===== src/rtl/afl_pkg.sv =====
package afl_pkg;
   typedef enum logic [2:0] {
      SEL_STA_LO = 3'd0,
      SEL_STA_HI = 3'd1,
      SEL_IND_LO = 3'd2,
      SEL_IND_HI = 3'd3,
      SEL_GRP_LO = 3'd4,
      SEL_GRP_HI = 3'd5,
      SEL_CTRL   = 3'd6
   } cfg_sel_e;

   typedef struct packed {
      logic prom;
      logic bc_rej;
   } ctrl_t;

   typedef struct packed {
      logic accept;
      logic bcast;
      logic mcast;
   } verdict_t;
endpackage


===== src/rtl/afl_crc_step.sv =====
// One data word folded into a reflected CRC, one stage per bit.
module afl_crc_step #(
   parameter int CRC_W = 32,
   parameter int DATA_W = 8,
   parameter logic [CRC_W-1:0] POLY = 32'hEDB88320
) (
   input  logic [CRC_W-1:0]  crc_i,
   input  logic [DATA_W-1:0] data_i,
   output logic [CRC_W-1:0]  crc_o
);
   logic [DATA_W:0][CRC_W-1:0] stage;

   assign stage[0] = crc_i;
   for (genvar b = 0; b < DATA_W; b++) begin : g_bit
      assign stage[b+1] = (stage[b] >> 1) ^ ({CRC_W{stage[b][0] ^ data_i[b]}} & POLY);
   end
   assign crc_o = stage[DATA_W];
endmodule


===== src/rtl/afl_collect.sv =====
// Gathers address bytes and the running CRC; exposes the next-state view.
module afl_collect #(
   parameter int BYTES = 6,
   parameter int CRC_W = 32,
   parameter logic [CRC_W-1:0] POLY = 32'hEDB88320
) (
   input  logic               clk,
   input  logic               rst_n,
   input  logic               start_i,
   input  logic               valid_i,
   input  logic [7:0]         byte_i,
   output logic               last_o,
   output logic [8*BYTES-1:0] addr_o,
   output logic [CRC_W-1:0]   crc_o
);
   localparam int CNT_W = $clog2(BYTES + 1);

   logic [CNT_W-1:0]   cnt_q, base_cnt, cnt_nx;
   logic [8*BYTES-1:0] addr_q, base_addr, addr_nx;
   logic [CRC_W-1:0]   crc_q, base_crc, crc_step, crc_nx;
   logic               take;

   assign base_cnt  = start_i ? '0 : cnt_q;
   assign base_crc  = start_i ? '1 : crc_q;
   assign base_addr = start_i ? '0 : addr_q;
   assign take      = valid_i && (base_cnt < CNT_W'(BYTES));

   afl_crc_step #(.CRC_W(CRC_W), .DATA_W(8), .POLY(POLY)) u_step (
      .crc_i (base_crc),
      .data_i(byte_i),
      .crc_o (crc_step)
   );

   for (genvar k = 0; k < BYTES; k++) begin : g_slot
      assign addr_nx[8*k +: 8] = (take && base_cnt == CNT_W'(k)) ? byte_i : base_addr[8*k +: 8];
   end

   assign crc_nx = take ? crc_step : base_crc;
   assign cnt_nx = take ? base_cnt + 1'b1 : base_cnt;
   assign last_o = take && (base_cnt == CNT_W'(BYTES - 1));
   assign addr_o = addr_nx;
   assign crc_o  = crc_nx;

   always_ff @(posedge clk or negedge rst_n) begin
      if (!rst_n) begin
         cnt_q  <= '0;
         addr_q <= '0;
         crc_q  <= '1;
      end else begin
         cnt_q  <= cnt_nx;
         addr_q <= addr_nx;
         crc_q  <= crc_nx;
      end
   end
endmodule


===== src/rtl/afl_regs.sv =====
// Configuration storage: station address, two hash tables, mode bits.
module afl_regs
   import afl_pkg::*;
#(
   parameter int BYTES = 6,
   parameter int CFG_W = 32,
   parameter int SEL_W = 3,
   parameter int TBL   = 64
) (
   input  logic               clk,
   input  logic               rst_n,
   input  logic               we_i,
   input  logic [SEL_W-1:0]   sel_i,
   input  logic [CFG_W-1:0]   wdata_i,
   output logic [8*BYTES-1:0] station_o,
   output logic [TBL-1:0]     ind_tbl_o,
   output logic [TBL-1:0]     grp_tbl_o,
   output ctrl_t              ctrl_o
);
   localparam int BPW = CFG_W / 8;

   logic [CFG_W-1:0] ind_lo_q, ind_hi_q, grp_lo_q, grp_hi_q;
   ctrl_t            ctrl_q;

   for (genvar k = 0; k < BYTES; k++) begin : g_sta
      localparam int WORD = k / BPW;
      localparam int POS  = CFG_W - 1 - 8 * (k % BPW);
      localparam logic [SEL_W-1:0] MY_SEL = (WORD == 0) ? SEL_W'(SEL_STA_LO) : SEL_W'(SEL_STA_HI);
      logic [7:0] byte_q;
      always_ff @(posedge clk or negedge rst_n) begin
         if (!rst_n)                          byte_q <= '0;
         else if (we_i && sel_i == MY_SEL)    byte_q <= wdata_i[POS -: 8];
      end
      assign station_o[8*k +: 8] = byte_q;
   end

   always_ff @(posedge clk or negedge rst_n) begin
      if (!rst_n) begin
         ind_lo_q <= '0;
         ind_hi_q <= '0;
         grp_lo_q <= '0;
         grp_hi_q <= '0;
         ctrl_q   <= '0;
      end else if (we_i) begin
         if (sel_i == SEL_W'(SEL_IND_LO)) ind_lo_q <= wdata_i;
         if (sel_i == SEL_W'(SEL_IND_HI)) ind_hi_q <= wdata_i;
         if (sel_i == SEL_W'(SEL_GRP_LO)) grp_lo_q <= wdata_i;
         if (sel_i == SEL_W'(SEL_GRP_HI)) grp_hi_q <= wdata_i;
         if (sel_i == SEL_W'(SEL_CTRL)) begin
            ctrl_q.prom   <= wdata_i[0];
            ctrl_q.bc_rej <= wdata_i[1];
         end
      end
   end

   assign ind_tbl_o = {ind_hi_q, ind_lo_q};
   assign grp_tbl_o = {grp_hi_q, grp_lo_q};
   assign ctrl_o    = ctrl_q;
endmodule


===== src/rtl/afl_decide.sv =====
// Combinational verdict from a complete address and its CRC.
module afl_decide
   import afl_pkg::*;
#(
   parameter int BYTES     = 6,
   parameter int CRC_W     = 32,
   parameter int HASH_BITS = 6,
   parameter int TBL       = 64
) (
   input  logic [8*BYTES-1:0] addr_i,
   input  logic [CRC_W-1:0]   crc_i,
   input  logic [8*BYTES-1:0] station_i,
   input  logic [TBL-1:0]     ind_tbl_i,
   input  logic [TBL-1:0]     grp_tbl_i,
   input  ctrl_t              ctrl_i,
   output verdict_t           verdict_o
);
   logic [HASH_BITS-1:0] idx;
   logic is_bc, is_grp, is_mc, sta_hit, class_hit, keep;

   assign idx     = crc_i[CRC_W-1 -: HASH_BITS];
   assign is_bc   = &addr_i;
   assign is_grp  = addr_i[0];
   assign is_mc   = is_grp && !is_bc;
   assign sta_hit = !is_grp && (addr_i == station_i);

   always_comb begin
      if (is_bc)      class_hit = !ctrl_i.bc_rej;
      else if (is_mc) class_hit = grp_tbl_i[idx];
      else            class_hit = sta_hit || ind_tbl_i[idx];
   end

   assign keep              = ctrl_i.prom || class_hit;
   assign verdict_o.accept  = keep;
   assign verdict_o.bcast   = keep && is_bc;
   assign verdict_o.mcast   = keep && is_mc;
endmodule


===== src/rtl/rx_addr_filter.sv =====
module rx_addr_filter
   import afl_pkg::*;
#(
   parameter int ADDR_BYTES = 6,
   parameter int CFG_W      = 32,
   parameter int SEL_W      = 3,
   parameter int HASH_BITS  = 6,
   parameter int CRC_W      = 32,
   parameter logic [CRC_W-1:0] CRC_POLY = 32'hEDB88320
) (
   input  logic             clk,
   input  logic             rst_n,
   input  logic             frame_start,
   input  logic             addr_valid,
   input  logic [7:0]       addr_byte,
   input  logic             cfg_we,
   input  logic [SEL_W-1:0] cfg_sel,
   input  logic [CFG_W-1:0] cfg_wdata,
   output logic             dec_valid,
   output logic             accept,
   output logic             bcast_flag,
   output logic             mcast_flag
);
   localparam int TBL = 1 << HASH_BITS;
   localparam int AW  = 8 * ADDR_BYTES;

   if (CFG_W % 8 != 0) begin : g_bad_cfg_w
      $error("CFG_W must be a whole number of bytes");
   end
   if (ADDR_BYTES < 1 || ADDR_BYTES > 2 * (CFG_W / 8)) begin : g_bad_bytes
      $error("station address must fit in two configuration words");
   end
   if (TBL != 2 * CFG_W) begin : g_bad_tbl
      $error("hash table must span exactly two configuration words");
   end
   if (HASH_BITS > CRC_W) begin : g_bad_hash
      $error("hash index wider than CRC");
   end
   if (SEL_W < 3) begin : g_bad_sel
      $error("select too narrow for the register set");
   end

   logic           last_w;
   logic [AW-1:0]  addr_w, station_w;
   logic [CRC_W-1:0] crc_w;
   logic [TBL-1:0] ind_w, grp_w;
   ctrl_t          ctrl_w;
   verdict_t       verdict_w, verdict_q;
   logic           dv_q;

   afl_collect #(.BYTES(ADDR_BYTES), .CRC_W(CRC_W), .POLY(CRC_POLY)) u_collect (
      .clk    (clk),
      .rst_n  (rst_n),
      .start_i(frame_start),
      .valid_i(addr_valid),
      .byte_i (addr_byte),
      .last_o (last_w),
      .addr_o (addr_w),
      .crc_o  (crc_w)
   );

   afl_regs #(.BYTES(ADDR_BYTES), .CFG_W(CFG_W), .SEL_W(SEL_W), .TBL(TBL)) u_regs (
      .clk      (clk),
      .rst_n    (rst_n),
      .we_i     (cfg_we),
      .sel_i    (cfg_sel),
      .wdata_i  (cfg_wdata),
      .station_o(station_w),
      .ind_tbl_o(ind_w),
      .grp_tbl_o(grp_w),
      .ctrl_o   (ctrl_w)
   );

   afl_decide #(.BYTES(ADDR_BYTES), .CRC_W(CRC_W), .HASH_BITS(HASH_BITS), .TBL(TBL)) u_decide (
      .addr_i   (addr_w),
      .crc_i    (crc_w),
      .station_i(station_w),
      .ind_tbl_i(ind_w),
      .grp_tbl_i(grp_w),
      .ctrl_i   (ctrl_w),
      .verdict_o(verdict_w)
   );

   always_ff @(posedge clk or negedge rst_n) begin
      if (!rst_n) begin
         dv_q      <= 1'b0;
         verdict_q <= '0;
      end else if (last_w) begin
         dv_q      <= 1'b1;
         verdict_q <= verdict_w;
      end else if (frame_start) begin
         dv_q      <= 1'b0;
         verdict_q <= '0;
      end
   end

   assign dec_valid  = dv_q;
   assign accept     = verdict_q.accept;
   assign bcast_flag = verdict_q.bcast;
   assign mcast_flag = verdict_q.mcast;
endmodule


===== config.mk =====
export PLATFORM = sky130hd
export DESIGN_NAME = rx_addr_filter
export DESIGN_NICKNAME = d
export VERILOG_FILES = /design/src/rtl/afl_pkg.sv /design/src/rtl/afl_crc_step.sv /design/src/rtl/afl_collect.sv /design/src/rtl/afl_regs.sv /design/src/rtl/afl_decide.sv /design/src/rtl/rx_addr_filter.sv
export SDC_FILE = /design/constraint.sdc
export NUM_CORES = 1
export LEC_CHECK = 0
export BUFFER_PORTS_ARGS = -buffer_cell sky130_fd_sc_hd__buf_2
export CAP_MARGIN = 5
export CORE_MARGIN = 1
export CORE_UTILIZATION = 42
export DETAILED_ROUTE_END_ITERATION = 6
export HOLD_SLACK_MARGIN = 0.08
export PLACE_DENSITY_LB_ADDON = 0.25
export SLEW_MARGIN = 20
export SYNTH_ARGS = -nofsm -noshare
export SYNTH_HDL_FRONTEND = slang
export SYNTH_HIERARCHICAL = 1
export SYNTH_SLANG_ARGS = --single-unit

===== constraint.sdc =====
create_clock -name clk -period 6.5 [get_ports clk]
set_clock_uncertainty 0.1 [all_clocks]
set_input_delay 0.65 -clock clk [delete_from_list [all_inputs] [get_ports clk]]
set_output_delay 0.65 -clock clk [all_outputs]
set_load 0.05 [all_outputs]

==> results.sh, run 1 <==
export IMPL_leakage_nw=6.40
export IMPL_drt_vias_per_instance=5.39
export IMPL_cts_tree="done"
export IMPL_status="finished, final reports clean"
export IMPL_synth_ff_latch_count=265
export IMPL_mappedNetlistArea_sq_um=13400
export IMPL_fmax_mhz=205
export IMPL_finalHoldViolations=0
export IMPL_htree_num_levels=1
export IMPL_detailedRoute_firstPassIterationCount=4
export IMPL_area_growth_synth_to_final_pct=12.3
export IMPL_grt_first_pass_wirelength_mm=49.1
export IMPL_timing_critical_path_to_type="flip-flop"
export IMPL_antenna_found_initial=0
export IMPL_dp_hpwl_mm=21.7
export IMPL_diodes=0
export IMPL_async_flop_share_pct=100
export IMPL_synth_net_count=949
export IMPL_wl_per_cell_um=22.9
export IMPL_synth_top_family_by_area="multiplexers"
export IMPL_worst_endpoint_required_ns=6.86
export IMPL_setup_repair_after_global_routing_missed_its_margin="false"
export IMPL_clock_tree_root_cell="clkbuf_16"
export IMPL_utilization_pct=47.8
export IMPL_start_util_pct=42.6
export IMPL_gp_congestion=0.798
export IMPL_detail_route_antenna_nets=0
export IMPL_finish_net_count=1000
export IMPL_design_die_area_sq_um=32600
export IMPL_die_w_um=181
export IMPL_post_cts_repair_setup_buffers=0
export IMPL_final_cells=1371
export IMPL_worst_ep_arrival_time_ns=5.24
export IMPL_clock_sink_count=265
export IMPL_ys_types=58
export IMPL_synth_simple_gate_area_share_pct=7.22
export IMPL_synth_area_mux_share_pct=27.6
export IMPL_number_of_instances_in_the_synthesized_netlist=898
export IMPL_worst_setup_path_start_kind="input pin"
export IMPL_floorplan_io_pins=52
export IMPL_dp_cells=1318
export IMPL_critPathKind="in2reg"
export IMPL_finalWirelength_mm=31.3
export IMPL_fin_crit_sh_pct=75.1
export IMPL_row_count=65
export IMPL_grt_pass1_vias=7808
export IMPL_clockBufferDepth=3
export IMPL_grt_usage_pct=19.8
export IMPL_aggregate_negative_setup_slack_ns=0
export IMPL_synth_yosys_warnings=6
export IMPL_syn_avg_cell_area_sq_um=14.9
export IMPL_final_max_slew_violation_count=0
export IMPL_cts_buffers_inserted=30
export IMPL_synth_sequential_area_ratio_pct=49.8
export IMPL_fraction_of_layout_cells_with_a_size_suffix_above_1_pct=43.7
export IMPL_tightestPinTransition_ns=1.09
export IMPL_synth_compound_gate_area_share_pct=2.08
export IMPL_max_cap_violations=0
export IMPL_clk_pin_slew_ns=0.06
export IMPL_slew_headroom_pct=27.1
export IMPL_drtIter0Drc=377
export IMPL_synth_xor_xnor_area_share_pct=10.4
export IMPL_dominantRegCellSynth="dfrtp_1"
export IMPL_die_height_um=181
export IMPL_crit_path_max_fanout=29
export IMPL_design_core_area_sq_um=31500
export IMPL_min_delay_path_class="in2reg"
export IMPL_ctsResizeCount=0
export IMPL_finalWorstPathRequiredPeriod_ns=4.88
export IMPL_drcViolationCount=0
export IMPL_hold_worst_slack_ns=0.303
export IMPL_ir_worst_vdd_uv=253
export IMPL_maximum_number_of_pins_on_one_net_before_global_route_repair=172
export IMPL_routed_via_count=7390
export IMPL_synth_edff_count=0
export IMPL_power_density_nw_per_um2=429
export IMPL_portBuffers=51
export IMPL_setup_violations_final=0
export IMPL_globalRoute_totalOverflow=0
export IMPL_synth_fa_ha_area_share_pct=0.280
export IMPL_post_cts_hold_buffer_count=1
export IMPL_clk_latency_ns=0.54
==> placed cells by master, fill, tap and decap left out, types with 3 or more instances in the layout <==
master,count
mux2i_1,5
xnor2_1,79
buf_2,50
mux2_4,10
buf_4,9
ha_1,3
mux4_1,7
nand4b_1,4
a22oi_1,4
clkbuf_8,9
nand3_1,5
nand4_1,24
inv_1,8
mux4_2,27
clkinv_2,3
xnor2_4,6
nor3_1,3
nor4_1,6
a22o_1,16
xor3_4,4
xnor3_1,8
or2_2,32
bufinv_16,5
a21oi_1,6
dfstp_2,32
dfrtp_1,233
xor2_1,9
clkbuf_16,30
mux2_2,176
nor2b_1,44
mux2_1,64
==> per-layer routing <==
layer	track usage, %	part of all wire (%)
met2	31.6	47
met3	2.91	3.2
met1	28.2	48
met4	5.23	2.3
met5	0	0
==> synthesized netlist by cell type, types with 2 or more instances <==
cell type  number  area (sq um)
dfrtp_1       233          5830
mux2_2        176          1980
xnor2_1        79           692
mux2_1         64           721
nor2b_1        44           275
dfstp_2        32           841
or2_2          32           200
mux4_2         27           608
nand4_1        24           150
buf_2          18          90.1
buf_6          18           203
a22o_1         16           140
mux2_4         10           150
xor2_1          9          78.8
inv_1           8          30.0
xnor3_1         8           180
mux4_1          7           184
a21oi_1         6          30.0
nor4_1          6          37.5
xnor2_4         6           165
clkbuf_1        5          18.8
mux2i_1         5          50.1
nand3_1         5          25.0
a22oi_1         4          30.0
nand4b_1        4          35.0
xor3_4          4           110
ha_1            3          37.5
nor3_1          3          15.0
a21oi_2         2          17.5
buf_4           2          15.0
nand2_1         2          7.51
nand2b_4        2          27.5
nor2_1          2          7.51
nor2_2          2          12.5
nor2_4          2          22.5
nor4bb_1        2          20.0
o21ai_1         2          10.0
xnor2_2         2          32.5
xnor3_2         2          47.6
xor3_1          2          47.6
==> metrics by stage <==
stage	setup WS, ns	instance area [sq um]	power [W]
3_5_place_dp	1.03	14000	0.00469
4_1_cts	1.62	15000	0.00653
5_1_grt	1.35	15000	0.00679
2_1_floorplan	2.07	13400	0.00419
6_report	1.62	15000	0.00646
3_3_place_gp	1.18	14000	0.00466
==> report_power, final <==
group / internal (W) / switching [W] / total [W]
clock network: 0.00114 / 0.000675 / 0.00181
logic: 0.00135 / 0.00104 / 0.00239
registers: 0.00207 / 0.000180 / 0.00225
==> critical path, stage by stage <==
cell,delay [ns]
buf_2,0.26
buf_4,0.26
or2_2,0.32
xnor2_1,0.55
xnor2_1,0.34
xnor3_1,0.28
mux2_2,0.71
mux4_1,0.68
a22oi_1,0.22
a21oi_1,0.09
or3_4,0.40
a21oi_1,0.17
nor2_1,0.06
a22o_1,0.22
==> path summary, 6_finish.rpt <==
path | start | to | slack, ns | depth (start not counted)
max in group asynchronous | rst_n | u_regs/ind_hi_q[10]$_DFFE_PN0P_ | 4.35 | 3
max | frame_start | mcast_flag$_DFFE_PN0P_ | 1.62 | 14
max reg2reg | u_collect/crc_q[2]$_DFF_PN1_ | mcast_flag$_DFFE_PN0P_ | 1.88 | 12
min reg2reg | u_regs/grp_lo_q[16]$_DFFE_PN0P_ | u_regs/grp_lo_q[16]$_DFFE_PN0P_ | 0.38 | 1
min | cfg_wdata[15] | u_regs/grp_lo_q[15]$_DFFE_PN0P_ | 0.30 | 2
min in group asynchronous | rst_n | u_regs/g_sta[4].byte_q[1]$_DFFE_PN0P_ | 0.59 | 2
==> cell families after synthesis <==
| logic type | Yosys count |
|---|---|
| xor gates and xnor gates | 114 |
| buffers and inverters | 51 |
| adders and majority gates | 3 |
| muxes | 289 |
| DFF | 265 |
| and+or+nand+nor | 141 |
| AOI/OAI and AO/OA | 35 |
==> cell type report <==
class                   instances  area [sq um]
fillers                      2759         16400
flip-flops and latches        265          6670
multi-input cells             582          6400
clock buffers                  41           882
well taps                     402           503
repair buffers                 62           363
clock inverters                11           196
inverters                       8          30.0
==> flip-flops by register name, summed over array words and instances (netlist names) <==
signal,cells
u_regs/g_sta.byte_q,48
u_regs/ctrl_o,2
mcast_flag,1
u_collect/cnt_q,3
accept,1
u_regs/grp_lo_q,32
bcast_flag,1
u_regs/grp_hi_q,32
u_collect/crc_q,32
u_regs/ind_hi_q,32
u_collect/addr_q,48
u_regs/ind_lo_q,32
dec_valid,1
(Power assumes the default switching activity.)
==> run 2: changes to the inputs <==
clock period = 4.6 ns   (was 6.5 ns; I/O delays follow)
==> results.sh, run 2 (synthesis gave the netlist of run 1 again) <==
export IMPL_status="finished, final reports clean"
export IMPL_mostFrequentLayoutCell="dfrtp_1"
export IMPL_portBuffers=51
export IMPL_max_cap_violations=0
export IMPL_grt_first_pass_wirelength_mm=50.3
export IMPL_design_core_area_sq_um=31500
export IMPL_routed_via_count=7585
export IMPL_grt_pass1_vias=7971
export IMPL_intPower_w=0.00636
export IMPL_worst_ep_arrival_time_ns=4.34
export IMPL_maximum_number_of_pins_on_one_net_before_global_route_repair=110
export IMPL_tightestPinTransition_ns=1.10
export IMPL_totalPowerFinal_w=0.00909
export IMPL_fin_crit_sh_pct=87.3
export IMPL_die_height_um=181
export IMPL_gp_congestion=0.845
export IMPL_drtIter0Drc=378
export IMPL_area_growth_synth_to_final_pct=12.8
export IMPL_timing_critical_path_to_type="flip-flop"
export IMPL_finalWorstPathRequiredPeriod_ns=4.01
export IMPL_critPathKind="reg2reg"
export IMPL_cts_tree="done"
export IMPL_row_count=65
export IMPL_slew_headroom_pct=26.7
export IMPL_grt_usage_pct=20.1
export IMPL_rr_startpoint="u_collect/crc_q[2]$_DFF_PN1_"
export IMPL_floorplan_io_pins=52
export IMPL_fraction_of_layout_cells_with_a_size_suffix_above_1_pct=44.0
export IMPL_setup_worst_path_start="u_collect/crc_q[2]$_DFF_PN1_"
export IMPL_globalRoute_totalOverflow=0
export IMPL_fmax_mhz=249
export IMPL_start_util_pct=42.6
export IMPL_leakage_nw=6.45
export IMPL_clk_latency_ns=0.55
export IMPL_min_delay_path_class="in2reg"
export IMPL_ir_worst_vdd_uv=270
export IMPL_p_switching_w=0.00273
export IMPL_holdCritStartpoint="cfg_wdata[11]"
export IMPL_crit_path_max_fanout=19
export IMPL_clock_sink_count=265
export IMPL_design_die_area_sq_um=32600
export IMPL_detailedRoute_firstPassIterationCount=5
export IMPL_setup_repair_after_global_routing_missed_its_margin="false"
export IMPL_clockBufferDepth=3
export IMPL_htree_num_levels=1
export IMPL_switching_share_pct=30.0
export IMPL_p_seq_share_pct=34.9
export IMPL_dp_hpwl_mm=22.0
export IMPL_final_max_slew_violation_count=0
export IMPL_finalHoldViolations=0
export IMPL_top_regs="u_collect/addr_q: 48 flops, u_regs/g_sta.byte_q: 48 flops"
export IMPL_placement_setup_worst_slack_ns=0.248
export IMPL_wl_per_cell_um=22.7
export IMPL_hold_worst_slack_ns=0.137
export IMPL_worst_endpoint_required_ns=4.93
export IMPL_die_w_um=181
export IMPL_worst_setup_path_start_kind="flip-flop"
export IMPL_finalWirelength_mm=31.5
export IMPL_cts_buffers_inserted=29
export IMPL_antenna_found_initial=0
export IMPL_power_density_nw_per_um2=601
export IMPL_setup_violations_final=0
export IMPL_finalWorstSetupSlack_ns=0.586
export IMPL_detail_route_antenna_nets=0
export IMPL_p_comb_share_pct=39.6
export IMPL_drcViolationCount=0
export IMPL_utilization_pct=48.1
export IMPL_clock_tree_root_cell="clkbuf_16"
export IMPL_finish_net_count=1018
export IMPL_clock_power_share_pct=25.5
export IMPL_clk_pin_slew_ns=0.06
export IMPL_diodes=0
export IMPL_aggregate_negative_setup_slack_ns=0
export IMPL_layout_common_cells="dfrtp_1, mux2_2, xnor2_1"
export IMPL_drt_vias_per_instance=5.45
==> run 2: cell count changes in the layout (fill, tap and decap cells not counted), sizes merged <==
cell / previous run / this run
bufinv: 5 / 2
clkinv: 4 / 5
clkinvlp: 2 / 1
clkbuf: 41 / 45
buf: 61 / 80
==> run 2: worst paths after layout <==
path | slack, ns | cells past startpoint | endpoint
worst max-delay path | 0.59 | 13 | mcast_flag$_DFFE_PN0P_
worst min-delay path | 0.14 | 2 | u_regs/ind_lo_q[11]$_DFFE_PN0P_
worst max register to register | 0.59 | 13 | mcast_flag$_DFFE_PN0P_
worst min register to register | 0.38 | 1 | u_regs/grp_lo_q[16]$_DFFE_PN0P_
max in group asynchronous | 2.98 | 3 | u_collect/crc_q[25]$_DFF_PN1_
min in group asynchronous | 0.43 | 2 | u_regs/g_sta[0].byte_q[2]$_DFFE_PN0P_
==> run 2: critical path, cell delays in order, from the launching register on <==
cell and delay, ns:
dfstp_2 0.35, or2_2 0.32, xnor2_4 0.15, xnor3_1 0.41
xnor3_1 0.36, mux2_2 0.22, buf_12 0.21, mux4_1 0.58
a22oi_1 0.22, a21oi_1 0.09, or3_4 0.38, a21oi_1 0.19
nor2_1 0.07, a22o_1 0.22
==> run 2: per-stage QoR <==
step,cell area [sq um],std cells
floorplan,13400,898
global placement,14200,1337
detailed placement,14200,1337
CTS,15100,1391
global route,15100,1391
finish,15100,1391
==> run 2: per-layer routing <==
| metal | track usage, % | part of all wire [%] |
|---|---|---|
| met2 | 32.5 | 48 |
| met1 | 28.9 | 46 |
| met4 | 5.23 | 2.1 |
| met3 | 2.16 | 3.3 |
| met5 | 0 | 0 |
==> run 2: area by class of cell <==
cell class / instances / area, sq um
Fill cell: 2735 / 16400
Sequential cell: 265 / 6670
Multi-Input combinational cell: 582 / 6400
Clock buffer: 45 / 856
Timing Repair Buffer: 81 / 568
Tap cell: 402 / 503
Clock inverter: 8 / 91.3
Inverter: 8 / 30.0
==> run 2: repair_timing <==
item / in CTS / in global routing
setup endpoints to repair: 0 / 0
hold buffers: 1 / 0
endpoints found under the hold margin: 107 / 0
setup buffers: 0 / 0
resized for setup: 0 / 0
==> run 2: power by group through the flow <==
stage	Combinational [W]	Sequential, W	Clock (W)
2_1_floorplan	0.00281	0.00311	0
3_3_place_gp	0.00357	0.00321	0
3_5_place_dp	0.00362	0.00321	0
4_1_cts	0.00364	0.00317	0.00237
5_1_grt	0.00388	0.00323	0.00247
6_report	0.00360	0.00317	0.00232
==> run 3: changes to the inputs <==
CORE_ASPECT_RATIO = 1.5   (was default)
==> results.sh, run 3 (synthesis gave the netlist of run 1 again) <==
export IMPL_drcViolationCount=0
export IMPL_utilization_pct=48.3
export IMPL_design_die_area_sq_um=32600
export IMPL_clock_tree_root_cell="clkbuf_16"
export IMPL_min_delay_path_class="in2reg"
export IMPL_mostFrequentLayoutCell="dfrtp_1"
export IMPL_clk_pin_slew_ns=0.06
export IMPL_max_cap_violations=0
export IMPL_grt_first_pass_wirelength_mm=50.6
export IMPL_hold_worst_slack_ns=0.132
export IMPL_cts_tree="done"
export IMPL_worst_setup_path_start_kind="flip-flop"
export IMPL_fraction_of_layout_cells_with_a_size_suffix_above_1_pct=44.4
export IMPL_routed_via_count=7486
export IMPL_slew_headroom_pct=29.7
export IMPL_drt_vias_per_instance=5.37
export IMPL_crit_path_max_fanout=31
export IMPL_design_core_area_sq_um=31200
export IMPL_timing_critical_path_to_type="flip-flop"
export IMPL_worst_ep_arrival_time_ns=4.32
export IMPL_grt_pass1_vias=8028
export IMPL_antenna_found_initial=0
export IMPL_die_w_um=148
export IMPL_finish_net_count=1020
export IMPL_critPathKind="reg2reg"
export IMPL_aggregate_negative_setup_slack_ns=0
export IMPL_diodes=0
export IMPL_totalPowerFinal_w=0.00905
export IMPL_area_growth_synth_to_final_pct=12.6
export IMPL_gp_congestion=0.911
export IMPL_portBuffers=51
export IMPL_start_util_pct=42.9
export IMPL_filler_cell_count=2753
export IMPL_leakage_nw=6.45
export IMPL_finalWorstPathRequiredPeriod_ns=4.00
export IMPL_clockBufferDepth=3
export IMPL_finalWirelength_mm=33.0
export IMPL_ir_worst_vdd_uv=306
export IMPL_setup_violations_final=0
export IMPL_maximum_number_of_pins_on_one_net_before_global_route_repair=123
export IMPL_dp_hpwl_mm=23.6
export IMPL_ctsResizeCount=0
export IMPL_tightestPinTransition_ns=1.06
export IMPL_fin_crit_sh_pct=86.9
export IMPL_power_density_nw_per_um2=600
export IMPL_clock_sink_count=265
export IMPL_cts_buffers_inserted=27
export IMPL_layout_common_cells="dfrtp_1, mux2_2, xnor2_1"
export IMPL_final_max_slew_violation_count=0
export IMPL_row_count=79
export IMPL_detailedRoute_firstPassIterationCount=4
export IMPL_globalRoute_totalOverflow=0
export IMPL_wl_per_cell_um=23.7
export IMPL_setup_repair_after_global_routing_missed_its_margin="false"
export IMPL_htree_num_levels=1
export IMPL_die_height_um=221
export IMPL_worst_endpoint_required_ns=4.93
export IMPL_grt_usage_pct=21.1
export IMPL_detail_route_antenna_nets=0
export IMPL_status="finished, final reports clean"
export IMPL_floorplan_io_pins=52
export IMPL_finalHoldViolations=0
export IMPL_fmax_mhz=250
export IMPL_clk_latency_ns=0.54
export IMPL_drtIter0Drc=309
export IMPL_top_regs="u_collect/addr_q: 48 flops, u_regs/g_sta.byte_q: 48 flops"
==> run 3: cell types whose count changed in the layout (fill, tap and decap cells not counted) <==
cell	delta
clkbuf_1	-4
bufinv_16	+1
clkbuf_8	-2
clkinv_4	+2
clkinv_2	+1
clkinv_1	-1
clkbuf_16	-2
buf_12	-2
buf_4	+6
==> run 3: path summary, 6_finish.rpt <==
| kind | start | to | slack, ns | cells past startpoint |
|---|---|---|---|---|
| max | u_collect/crc_q[2]$_DFF_PN1_ | accept$_DFFE_PN0P_ | 0.60 | 12 |
| min | cfg_wdata[12] | u_regs/ind_lo_q[12]$_DFFE_PN0P_ | 0.13 | 2 |
| max reg2reg | u_collect/crc_q[2]$_DFF_PN1_ | accept$_DFFE_PN0P_ | 0.60 | 12 |
| min reg2reg | u_regs/grp_lo_q[24]$_DFFE_PN0P_ | u_regs/grp_lo_q[24]$_DFFE_PN0P_ | 0.38 | 1 |
| max in group asynchronous | rst_n | u_regs/grp_lo_q[6]$_DFFE_PN0P_ | 2.84 | 3 |
| min in group asynchronous | rst_n | u_collect/addr_q[4]$_DFF_PN0_ | 0.48 | 2 |
==> run 3: cell type report <==
class | count | area, sq um | share of cell area, %
Timing Repair Buffer | 85 | 573 | 3.80
Sequential cell | 265 | 6670 | 44.2
Multi-Input combinational cell | 582 | 6400 | 42.4
Clock inverter | 11 | 140 | 0.929
Clock buffer | 37 | 763 | 5.06
Inverter | 8 | 30.0 | 0.199
Tap cell | 405 | 507 | 3.36
==> run 3: power breakdown <==
part	switching, W	leakage [nW]	total [W]	internal (W)
logic	0.00160	2.78	0.00363	0.00203
registers	0.000251	3.22	0.00318	0.00292
clock network	0.000923	0.445	0.00225	0.00133
total	0.00277	6.45	0.00905	0.00628
==> run 3: per-layer routing <==
layer  vias to the layer above  wire length, um  GRT usage, %  share of wire, %
met3                        47              989          2.56               3.0
li1                       3386                -             -                 -
met5                         -                0             0                 0
met1                      3933            13000          24.6                39
met4                         0              968          7.08               2.9
met2                       120            18100          39.8                55
==> run 3: what timing repair did <==
item,in CTS,in global routing
buffers inserted,0,0
hold buffers,1,0
hold endpoints to repair,96,0
==> run 3: stage by stage <==
stage | cell area (sq um) | instances | worst slack (ns)
after floorplan | 13400 | 898 | 0.359
after global placement | 14200 | 1344 | 0.293
after detailed placement | 14200 | 1344 | 0.225
after CTS | 15100 | 1393 | 0.546
after global routing | 15100 | 1393 | 0.404
final | 15100 | 1393 | 0.603
==> run 3: critical path, stage by stage, from the launching register on <==
cell      delay (ns)
dfstp_2         0.36
or2_2           0.32
xnor2_4         0.16
xnor3_1         0.41
xnor3_1         0.39
mux2_2          0.19
buf_12          0.25
mux4_1          0.58
mux4_2          0.49
mux2i_1         0.14
o2111a_1        0.20
nor3_1          0.06
a22o_1          0.23
